--- src/rtl/fim_pkg.sv ---
package fim_pkg;
    typedef enum logic [1:0] {
        SEL_MATCH = 2'd0,
        SEL_ECC   = 2'd1,
        SEL_CTRL  = 2'd2
    } fim_sel_e;

    // control word: bit4 parity, bit3 ecc, bits2:1 half select, bit0 repeat
    typedef struct packed {
        logic       par;
        logic       ecc;
        logic [1:0] half;
        logic       rep;
    } fim_ctrl_t;

    localparam int CTRL_W = $bits(fim_ctrl_t);
endpackage

--- src/rtl/fim_addr_match.sv ---
module fim_addr_match #(
    parameter int COL_W   = 14,
    parameter int PAGE_W  = 16,
    parameter int BANK_W  = 4,
    parameter int MATCH_W = COL_W + PAGE_W + BANK_W + 8
) (
    input  logic [MATCH_W-1:0] match_i,
    input  logic               three_i,
    input  logic [1:0]         dimm_i,
    input  logic [1:0]         rank_i,
    input  logic [BANK_W-1:0]  bank_i,
    input  logic [PAGE_W-1:0]  page_i,
    input  logic [COL_W-1:0]   col_i,
    output logic               hit_o
);
    localparam int PAGE_LO = COL_W;
    localparam int BANK_LO = PAGE_LO + PAGE_W;
    localparam int RANK_LO = BANK_LO + BANK_W;
    localparam int IGN_LO  = RANK_LO + 3;

    logic [4:0] ign;
    logic col_ok, page_ok, bank_ok, rank_ok, dimm_ok;

    always_comb begin
        ign     = match_i[IGN_LO +: 5];
        col_ok  = ign[4] | (match_i[0 +: COL_W] == col_i);
        page_ok = ign[3] | (match_i[PAGE_LO +: PAGE_W] == page_i);
        bank_ok = ign[2] | (match_i[BANK_LO +: BANK_W] == bank_i);
        if (three_i) begin
            rank_ok = ign[1] | (match_i[RANK_LO] == rank_i[0]);
            dimm_ok = ign[0] | (match_i[RANK_LO+1 +: 2] == dimm_i);
        end else begin
            rank_ok = ign[1] | (match_i[RANK_LO +: 2] == rank_i);
            dimm_ok = ign[0] | (match_i[RANK_LO+2] == dimm_i[0]);
        end
        hit_o = col_ok & page_ok & bank_ok & rank_ok & dimm_ok;
    end
endmodule

--- src/rtl/fim_ecc_class.sv ---
module fim_ecc_class #(
    parameter int ECC_W  = 32,
    parameter int PAIR_W = 16
) (
    input  logic [ECC_W-1:0] mask_i,
    output logic             multi_o
);
    localparam int NGRP = ECC_W / PAIR_W;

    logic [NGRP-1:0] grp_nz;

    generate
        for (genvar g = 0; g < NGRP; g++) begin : g_grp
            assign grp_nz[g] = |mask_i[g*PAIR_W +: PAIR_W];
        end
    endgenerate

    assign multi_o = ($countones(grp_nz) > 1);
endmodule

--- src/rtl/fim_ctrl.sv ---
module fim_ctrl
    import fim_pkg::*;
#(
    parameter int ECC_W   = 32,
    parameter int MATCH_W = 42
) (
    input  logic               clk,
    input  logic               rst_n,
    input  logic               cfg_we_i,
    input  logic [1:0]         cfg_sel_i,
    input  logic [MATCH_W-1:0] cfg_wdata_i,
    input  logic               wr_valid_i,
    input  logic               hit_i,
    input  logic               multi_i,
    output logic [MATCH_W-1:0] match_o,
    output logic [ECC_W-1:0]   ecc_o,
    output logic               fire_o,
    output logic [ECC_W-1:0]   flip_o,
    output logic               parity_o,
    output logic [1:0]         half_o,
    output logic               uncorr_o,
    output logic               armed_o,
    output logic               fired_o
);
    typedef struct packed {
        logic [MATCH_W-1:0] match;
        logic [ECC_W-1:0]   ecc;
        fim_ctrl_t          ctrl;
        logic               arm;
        logic               fired;
        logic               fire;
        logic [ECC_W-1:0]   flip;
        logic               par;
        logic [1:0]         half;
        logic               uncorr;
    } st_t;

    st_t st_d, st_q;
    logic take;

    always_comb begin
        st_d        = st_q;
        st_d.fire   = 1'b0;
        st_d.flip   = '0;
        st_d.par    = 1'b0;
        st_d.half   = '0;
        st_d.uncorr = 1'b0;
        take = wr_valid_i & hit_i & st_q.arm;
        if (take) begin
            st_d.fire   = 1'b1;
            st_d.flip   = st_q.ctrl.ecc ? st_q.ecc : '0;
            st_d.par    = st_q.ctrl.par;
            st_d.half   = st_q.ctrl.half;
            st_d.uncorr = st_q.ctrl.ecc & multi_i;
            st_d.fired  = 1'b1;
            if (!st_q.ctrl.rep) st_d.arm = 1'b0;
        end
        if (cfg_we_i) begin
            case (fim_sel_e'(cfg_sel_i))
                SEL_MATCH: st_d.match = cfg_wdata_i;
                SEL_ECC:   st_d.ecc   = cfg_wdata_i[ECC_W-1:0];
                SEL_CTRL: begin
                    st_d.ctrl  = fim_ctrl_t'(cfg_wdata_i[CTRL_W-1:0]);
                    st_d.arm   = cfg_wdata_i[3] | cfg_wdata_i[4];
                    st_d.fired = 1'b0;
                end
                default: ;
            endcase
        end
    end

    always_ff @(posedge clk) begin
        if (!rst_n) st_q <= '0;
        else        st_q <= st_d;
    end

    assign match_o  = st_q.match;
    assign ecc_o    = st_q.ecc;
    assign fire_o   = st_q.fire;
    assign flip_o   = st_q.flip;
    assign parity_o = st_q.par;
    assign half_o   = st_q.half;
    assign uncorr_o = st_q.uncorr;
    assign armed_o  = st_q.arm;
    assign fired_o  = st_q.fired;

    // a pulse needs the armed state in the cycle before
    a_r5_fire_needs_arm: assert property (@(posedge clk) disable iff (!rst_n)
        fire_o |-> $past(armed_o));

    // a one-shot fire disarms and sets the sticky status
    a_r6_oneshot_disarm: assert property (@(posedge clk) disable iff (!rst_n)
        (wr_valid_i && hit_i && armed_o && !st_q.ctrl.rep && !cfg_we_i)
        |=> (!armed_o && fired_o));

    // nothing leaks out between pulses
    a_r8_idle_quiet: assert property (@(posedge clk) disable iff (!rst_n)
        !fire_o |-> (flip_o == '0 && !parity_o && half_o == 2'b00 && !uncorr_o));

    // the sticky status clears only through a control write
    a_r9_sticky_clear: assert property (@(posedge clk) disable iff (!rst_n)
        $fell(fired_o) |-> ($past(cfg_we_i) && $past(cfg_sel_i) == 2'd2));

    // the pulse lasts one cycle unless another matching write follows
    a_r11_single_pulse: assert property (@(posedge clk) disable iff (!rst_n)
        (fire_o && !wr_valid_i) |=> !fire_o);
endmodule

--- src/rtl/memfault_inject_unit.sv ---
module memfault_inject_unit #(
    parameter int COL_W   = 14,
    parameter int PAGE_W  = 16,
    parameter int BANK_W  = 4,
    parameter int ECC_W   = 32,
    parameter int PAIR_W  = 16,
    parameter int MATCH_W = COL_W + PAGE_W + BANK_W + 8
) (
    input  logic               clk,
    input  logic               rst_n,
    input  logic               cfg_we,
    input  logic [1:0]         cfg_sel,
    input  logic [MATCH_W-1:0] cfg_wdata,
    input  logic               three_dimm,
    input  logic               wr_valid,
    input  logic [1:0]         wr_dimm,
    input  logic [1:0]         wr_rank,
    input  logic [BANK_W-1:0]  wr_bank,
    input  logic [PAGE_W-1:0]  wr_page,
    input  logic [COL_W-1:0]   wr_col,
    output logic               inj_fire,
    output logic [ECC_W-1:0]   flip_mask,
    output logic               parity_corrupt,
    output logic [1:0]         half_sel,
    output logic               uncorrectable,
    output logic               armed,
    output logic               fired
);
    logic [MATCH_W-1:0] match_q;
    logic [ECC_W-1:0]   ecc_q;
    logic               hit, multi;

    fim_addr_match #(.COL_W(COL_W), .PAGE_W(PAGE_W), .BANK_W(BANK_W),
                     .MATCH_W(MATCH_W)) u_match (
        .match_i(match_q), .three_i(three_dimm), .dimm_i(wr_dimm),
        .rank_i(wr_rank), .bank_i(wr_bank), .page_i(wr_page),
        .col_i(wr_col), .hit_o(hit)
    );

    fim_ecc_class #(.ECC_W(ECC_W), .PAIR_W(PAIR_W)) u_class (
        .mask_i(ecc_q), .multi_o(multi)
    );

    fim_ctrl #(.ECC_W(ECC_W), .MATCH_W(MATCH_W)) u_ctrl (
        .clk(clk), .rst_n(rst_n), .cfg_we_i(cfg_we), .cfg_sel_i(cfg_sel),
        .cfg_wdata_i(cfg_wdata), .wr_valid_i(wr_valid), .hit_i(hit),
        .multi_i(multi), .match_o(match_q), .ecc_o(ecc_q),
        .fire_o(inj_fire), .flip_o(flip_mask), .parity_o(parity_corrupt),
        .half_o(half_sel), .uncorr_o(uncorrectable), .armed_o(armed),
        .fired_o(fired)
    );

    // the uncorrectable flag only accompanies a pulse
    a_r10_uncorr_on_fire: assert property (@(posedge clk) disable iff (!rst_n)
        uncorrectable |-> (inj_fire && flip_mask != '0));
endmodule

--- config.mk ---
export PLATFORM = sky130hd
export DESIGN_NAME = memfault_inject_unit
export DESIGN_NICKNAME = d
export VERILOG_FILES = /design/src/rtl/fim_pkg.sv /design/src/rtl/fim_addr_match.sv /design/src/rtl/fim_ecc_class.sv /design/src/rtl/fim_ctrl.sv /design/src/rtl/memfault_inject_unit.sv
export SDC_FILE = /design/constraint.sdc
export NUM_CORES = 1
export LEC_CHECK = 0
export CAP_MARGIN = 20
export CORE_MARGIN = 3
export CORE_UTILIZATION = 53
export DETAILED_ROUTE_END_ITERATION = 6
export PLACE_DENSITY = 0.87
export RECOVER_POWER = 50
export SLEW_MARGIN = 20
export SYNTH_ARGS = -nofsm -noshare
export SYNTH_HDL_FRONTEND = slang
export SYNTH_SLANG_ARGS = --single-unit
--- constraint.sdc ---
create_clock -name clk -period 2.9 [get_ports clk]
set_clock_uncertainty 0.1 [all_clocks]
set_input_delay 0.58 -clock clk [delete_from_list [all_inputs] [get_ports clk]]
set_output_delay 0.58 -clock clk [all_outputs]
set_load 0.01 [all_outputs]
Word level (Yosys, flattened, before mapping)
Index checks and enable logic that the tools add are counted.
{"block": "word_totals", "elab_cells": 54, "regBits": 118, "out_inout_bits": 39}
{"block": "op_classes", "n_eq_ne": 9, "add_sub_neg": 1, "magnitude_cmp": 1, "muxes": 7, "reduce_logical": 8, "bitwise": 15}
{"op": "$mux 39", "count": 1}
{"op": "$gt 32x2->1 const B", "count": 1}
{"op": "$mux 32", "count": 1}
{"op": "$reduce_or 16->1", "count": 2}
{"op": "$eq 16x16->1", "count": 1}
{"op": "$eq 14x14->1", "count": 1}
{"op": "$or 1x1->1", "count": 8}
{"op": "$reduce_and 2->1", "count": 4}
{"op": "$and 1x1->1", "count": 7}
{"op": "$eq 2x2->1", "count": 2}
{"op": "$eq 4x4->1", "count": 1}
{"op": "$mux 2", "count": 2}
{"op": "$mux 1", "count": 3}
{"op": "$reduce_and 3->1", "count": 1}
{"op": "$add 1x1->2", "count": 1}
{"op": "$eq 1x1->1", "count": 2}
{"op": "$eq 2x1->1 const B", "count": 1}
{"op": "$eq 2x2->1 const B", "count": 1}
{"op": "$logic_not 2->1", "count": 1}

Longest topological paths before layout
{"block": "logic_depth", "word_depth": 11, "ltp_mapped": 7, "ltp_nobuf": 5}

Modules after synthesis
Synthesis repeated with hierarchy kept, for this count alone.
{"block": "unflattened", "hier_cells": 607, "hier_area_um2": 5415.2}
{"module": "fim_ctrl", "cells_each": 540, "seq_area_each_um2": 2362.3, "instances": 1, "area_per_inst_um2": 4870.9}
{"module": "fim_addr_match", "cells_each": 56, "seq_area_each_um2": 0.0, "instances": 1, "area_per_inst_um2": 469.2}
{"module": "fim_ecc_class", "cells_each": 11, "seq_area_each_um2": 0.0, "instances": 1, "area_per_inst_um2": 75.1}

Worst setup path after synthesis
No wires, ideal clock.
{"block": "synth_path", "kind": "input to register", "from": "in wr_bank[2]", "to": "reg u_ctrl.st_q, in the netlist u_ctrl.flip_o[11]", "required_ps": 2724, "arrival_time_ps": 1703, "path_slack_ps": 1021, "stages": 7, "setup_time_ps": 76, "cell_sequence": "xor2_1 > nor4_2 > o221a_2 > o2111ai_2 > buf_6 > buf_6 > nor3_2"}
{"block": "synth_between", "elab_chain_len": 8}
{"item": "start: declaration", "line_no": "memfault_inject_unit.sv:18", "rtl": "input logic [BANK_W-1:0] wr_bank,"}
{"item": "$eq 4x4->1", "line_no": "fim_addr_match.sv:28", "rtl": "bank_ok = ign[2] | (match_i[BANK_LO +: BANK_W] == bank_i);"}
{"item": "$or 1x1->1", "line_no": "fim_addr_match.sv:28"}
{"item": "$and 1x1->1 (3 in series)", "line_no": "fim_addr_match.sv:36", "rtl": "hit_o = col_ok & page_ok & bank_ok & rank_ok & dimm_ok;"}
{"item": "$and 1x1->1 (2 in series)", "line_no": "fim_ctrl.sv:48", "rtl": "take = wr_valid_i & hit_i & st_q.arm;"}
{"item": "$reduce_and 3->1 (no source line)"}
{"item": "end signal: assignment", "line_no": "fim_ctrl.sv:74", "rtl": "else st_q <= st_d;"}
{"item": "end: declaration", "line_no": "fim_ctrl.sv:38", "rtl": "st_t st_d, st_q;"}
No other way between the ends.
A chain may end at the register's enable or synchronous reset.

Final worst setup path
{"block": "layout_path", "from": "in cfg_sel[1]", "to": "reg u_ctrl.st_q, in the netlist u_ctrl.ecc_o[29]"}
{"block": "layout_between", "elab_chain_len": 2}
{"item": "start: declaration", "line_no": "memfault_inject_unit.sv:12", "rtl": "input logic [1:0] cfg_sel,"}
{"item": "$eq 2x1->1", "line_no": "fim_ctrl.sv:59", "rtl": "case (fim_sel_e'(cfg_sel_i))"}
{"item": "$reduce_and 2->1 (no source line)"}
No other way between the ends.

==> results_dict.tcl <==
set metrics [dict create \
    status "finished, final reports clean" \
    cp_max_fo 32 \
    die_area_um2 10750 \
    reg2reg_slack_ps 800 \
    clockBufferDepth 2 \
    grt_pass1_wl_um 19150 \
    synth_top_flop_cell "dfxtp_1" \
    clock-sinks 118 \
    drc 0 \
    min_period_ps 2410 \
    cts-resized-gates 0 \
    fin_util 0.7204 \
    postRouteAntennaNets 0 \
    comb_power_share 0.082 \
    hold_viol_final 0 \
    seq_area_frac_synth 0.4671 \
    cts_htree_levels 4 \
    hold_buffers 0 \
    p_sw_frac 0.2209 \
    die_width_um 103.7 \
    use_met2 0.3584 \
    layoutNonFillerInstCount 795 \
    dp.cells 764 \
    internal-power_mw 3.006 \
    p_leak_nw 2.340 \
    place_ws_ps 268.2 \
    drtIter0Drc 174 \
    antenna_found_initial 0 \
    grt_max_degree 86 \
    arrival_ps 2720 \
    start_kind "primary input" \
    final_max_slew_viol_count 0 \
    wl_um 11570 \
    clock-root-buffer "clkbuf_8" \
    gp_congestion 0.8327 \
    yosysWarnings 0 \
    maxCapViolations 0 \
    area_growth_pct 31.62 \
    fillers 653 \
    syn_nets 658 \
    whs_ps 357.6 \
    grt_pass1_vias 3945 \
    viasPerCell 4.953 \
    synth_area_um2 5057 \
    max_slew.worst_pin.slew_ps 1371 \
    clk_latency_ps 510 \
    min_period_over_period 0.8312 \
    dpl_cell_area_um2 6135 \
    fin_total_pwr_mw 3.859 \
    synth_edf_count 0 \
    num_rows 35 \
    required_ps 3210 \
    async_reset_ff_frac 0 \
    maxSlewHeadroom 0.08630 \
    dp_hpwl_um 8291 \
    drive_gt1_frac 0.1021 \
    seq_power_share 0.438 \
    tritoncts "done" \
    vdd.ir_drop.worst_uv 473.5 \
    postCtsSetupBuffers 0 \
    yosysUniqueCellTypes 32 \
    grt_overflow 0 \
    numCtsBuffers 17 \
    powerDensity_nw_per_um2 579.7 \
    core_area_um2 9240 \
    fmax_mhz 414.9 \
    rsz0062_at_grt "false" \
    critPathKind "primary input to flop" \
    setup_viol 0 \
    io_pins 126 \
    worstSetupEndpointType "flop" \
    busiest_layer "met2" \
    pwr-share-clk 0.480 \
    setup_tns_ps 0 \
    fp.dieH_um 103.7 \
    grtUsageMet3 0.06854 \
    power.switching_mw 0.8523 \
    cts.reportedPaths.clkPinSlew_ps 60 \
    synth.avg_cell_area_um2 8.857 \
    start_util 0.5473 \
    synthCells 571 \
    ys_seq_elements 118 \
    fin_ws_ps 489.5 \
    grt_use_total 0.2193 \
    use_met1 0.2770 \
    diodes 0 \
    portBuffers 125 \
    final_nets 741 \
    fin_area_um2 6656 \
    hold_path.class "flop to flop" \
    drt_pass1_iterations 4 \
    num_vias 3938 \
    wl_per_cell_um 14.55 \
]
==> worst paths after layout <==
| check | startpoint | end | cells past startpoint |
|---|---|---|---|
| max | cfg_sel[1] | u_ctrl.ecc_o[29] | 5 |
| min | u_ctrl.st_q[41] | u_ctrl.half_o[1] | 2 |
| max reg2reg | u_ctrl.match_o[0] | u_ctrl.uncorr_o | 6 |
| min reg2reg | u_ctrl.st_q[41] | u_ctrl.half_o[1] | 2 |
==> final cells by class <==
class / instances / area [um^2] / area share
flip-flops and latches: 118 / 2362 / 0.3549
multi-input cells: 353 / 2177 / 0.3271
repair buffers: 131 / 1300 / 0.1953
clock buffers: 22 / 452.9 / 0.06805
well taps: 129 / 161.4 / 0.02425
inverters: 33 / 123.9 / 0.01861
clock inverters: 9 / 78.83 / 0.01184
==> worst max-delay path, cell delays in order <==
cell and delay, ps:
clkdlybuf4s50_1 480, and3b_1 240, clkbuf_1 990, nand2_1 170
a21boi_0 250
==> placed cells by master, fill, tap and decap left out, drive strengths merged, types with 2 or more instances in the layout <==
| cell | Yosys | final |
|---|---|---|
| nor4 | 14 | 14 |
| dlygate4sd3 | 0 | 4 |
| a21boi | 74 | 74 |
| clkdlybuf4s50 | 0 | 120 |
| mux2i | 6 | 6 |
| inv | 33 | 33 |
| xor2 | 22 | 22 |
| buf | 38 | 6 |
| nor3 | 34 | 34 |
| a21o | 2 | 2 |
| nand2 | 153 | 153 |
| dfxtp | 118 | 118 |
| clkinv | 0 | 6 |
| clkbuf | 29 | 23 |
| nand3b | 2 | 2 |
| nand4 | 5 | 5 |
| clkinvlp | 0 | 2 |
| nor2 | 5 | 5 |
| nor2b | 5 | 5 |
| xnor2 | 16 | 16 |
| nand3 | 4 | 4 |
==> synth_stat cells, types with 2 or more instances <==
cell      instances  share of area
nand2_1         153           0.11
nor4_2            2         0.0049
dfxtp_1         118           0.47
clkbuf_1         29          0.022
a21boi_0         74           0.11
inv_1            33          0.024
nor3_1            7         0.0069
nand3b_1          2         0.0030
nor3_2           27          0.053
buf_6             4         0.0089
xnor2_1          16          0.028
mux2i_1           6          0.012
nand4_1           5         0.0062
nand3_1           4         0.0040
nor4_1           12          0.015
buf_4            34          0.050
nor2b_1           5         0.0062
a21o_1            2         0.0030
nor2_1            3         0.0022
nor2_2            2         0.0025
xor2_1           22          0.038
==> power by group through the flow <==
stage | sequential, mW | clock (mW) | combinational, mW
floorplan | 1.71 | 0 | 0.144
detailed placement | 1.72 | 0 | 0.316
CTS | 1.69 | 1.87 | 0.319
global placement | 1.72 | 0 | 0.309
global route | 1.69 | 1.94 | 0.347
finish | 1.69 | 1.85 | 0.318
==> cells by family (layout without fill, tap and decap cells) <==
kind of cell | after synthesis | in the layout | synth area share
compound gates | 83 | 83 | 0.1259
xor+xnor | 38 | 38 | 0.06581
buf+inv | 100 | 195 | 0.1054
flops | 118 | 118 | 0.4671
mux | 6 | 6 | 0.01188
simple gates | 226 | 226 | 0.2239
==> state kept, by name, indices dropped and copies added (netlist names) <==
| signal | cells |
|---|---|
| u_ctrl.fire_o | 1 |
| u_ctrl.st_q | 5 |
| u_ctrl.match_o | 42 |
| u_ctrl.uncorr_o | 1 |
| u_ctrl.fired_o | 1 |
| u_ctrl.parity_o | 1 |
| u_ctrl.ecc_o | 32 |
| u_ctrl.flip_o | 32 |
| u_ctrl.armed_o | 1 |
| u_ctrl.half_o | 2 |
==> routing by layer <==
metal | vias up | wire length (um)
met5 | - | 0
met4 | 0 | 185
met3 | 15 | 885
met2 | 137 | 5590
met1 | 1795 | 4905
li1 | 1991 | -
(Power assumes the default switching activity.)
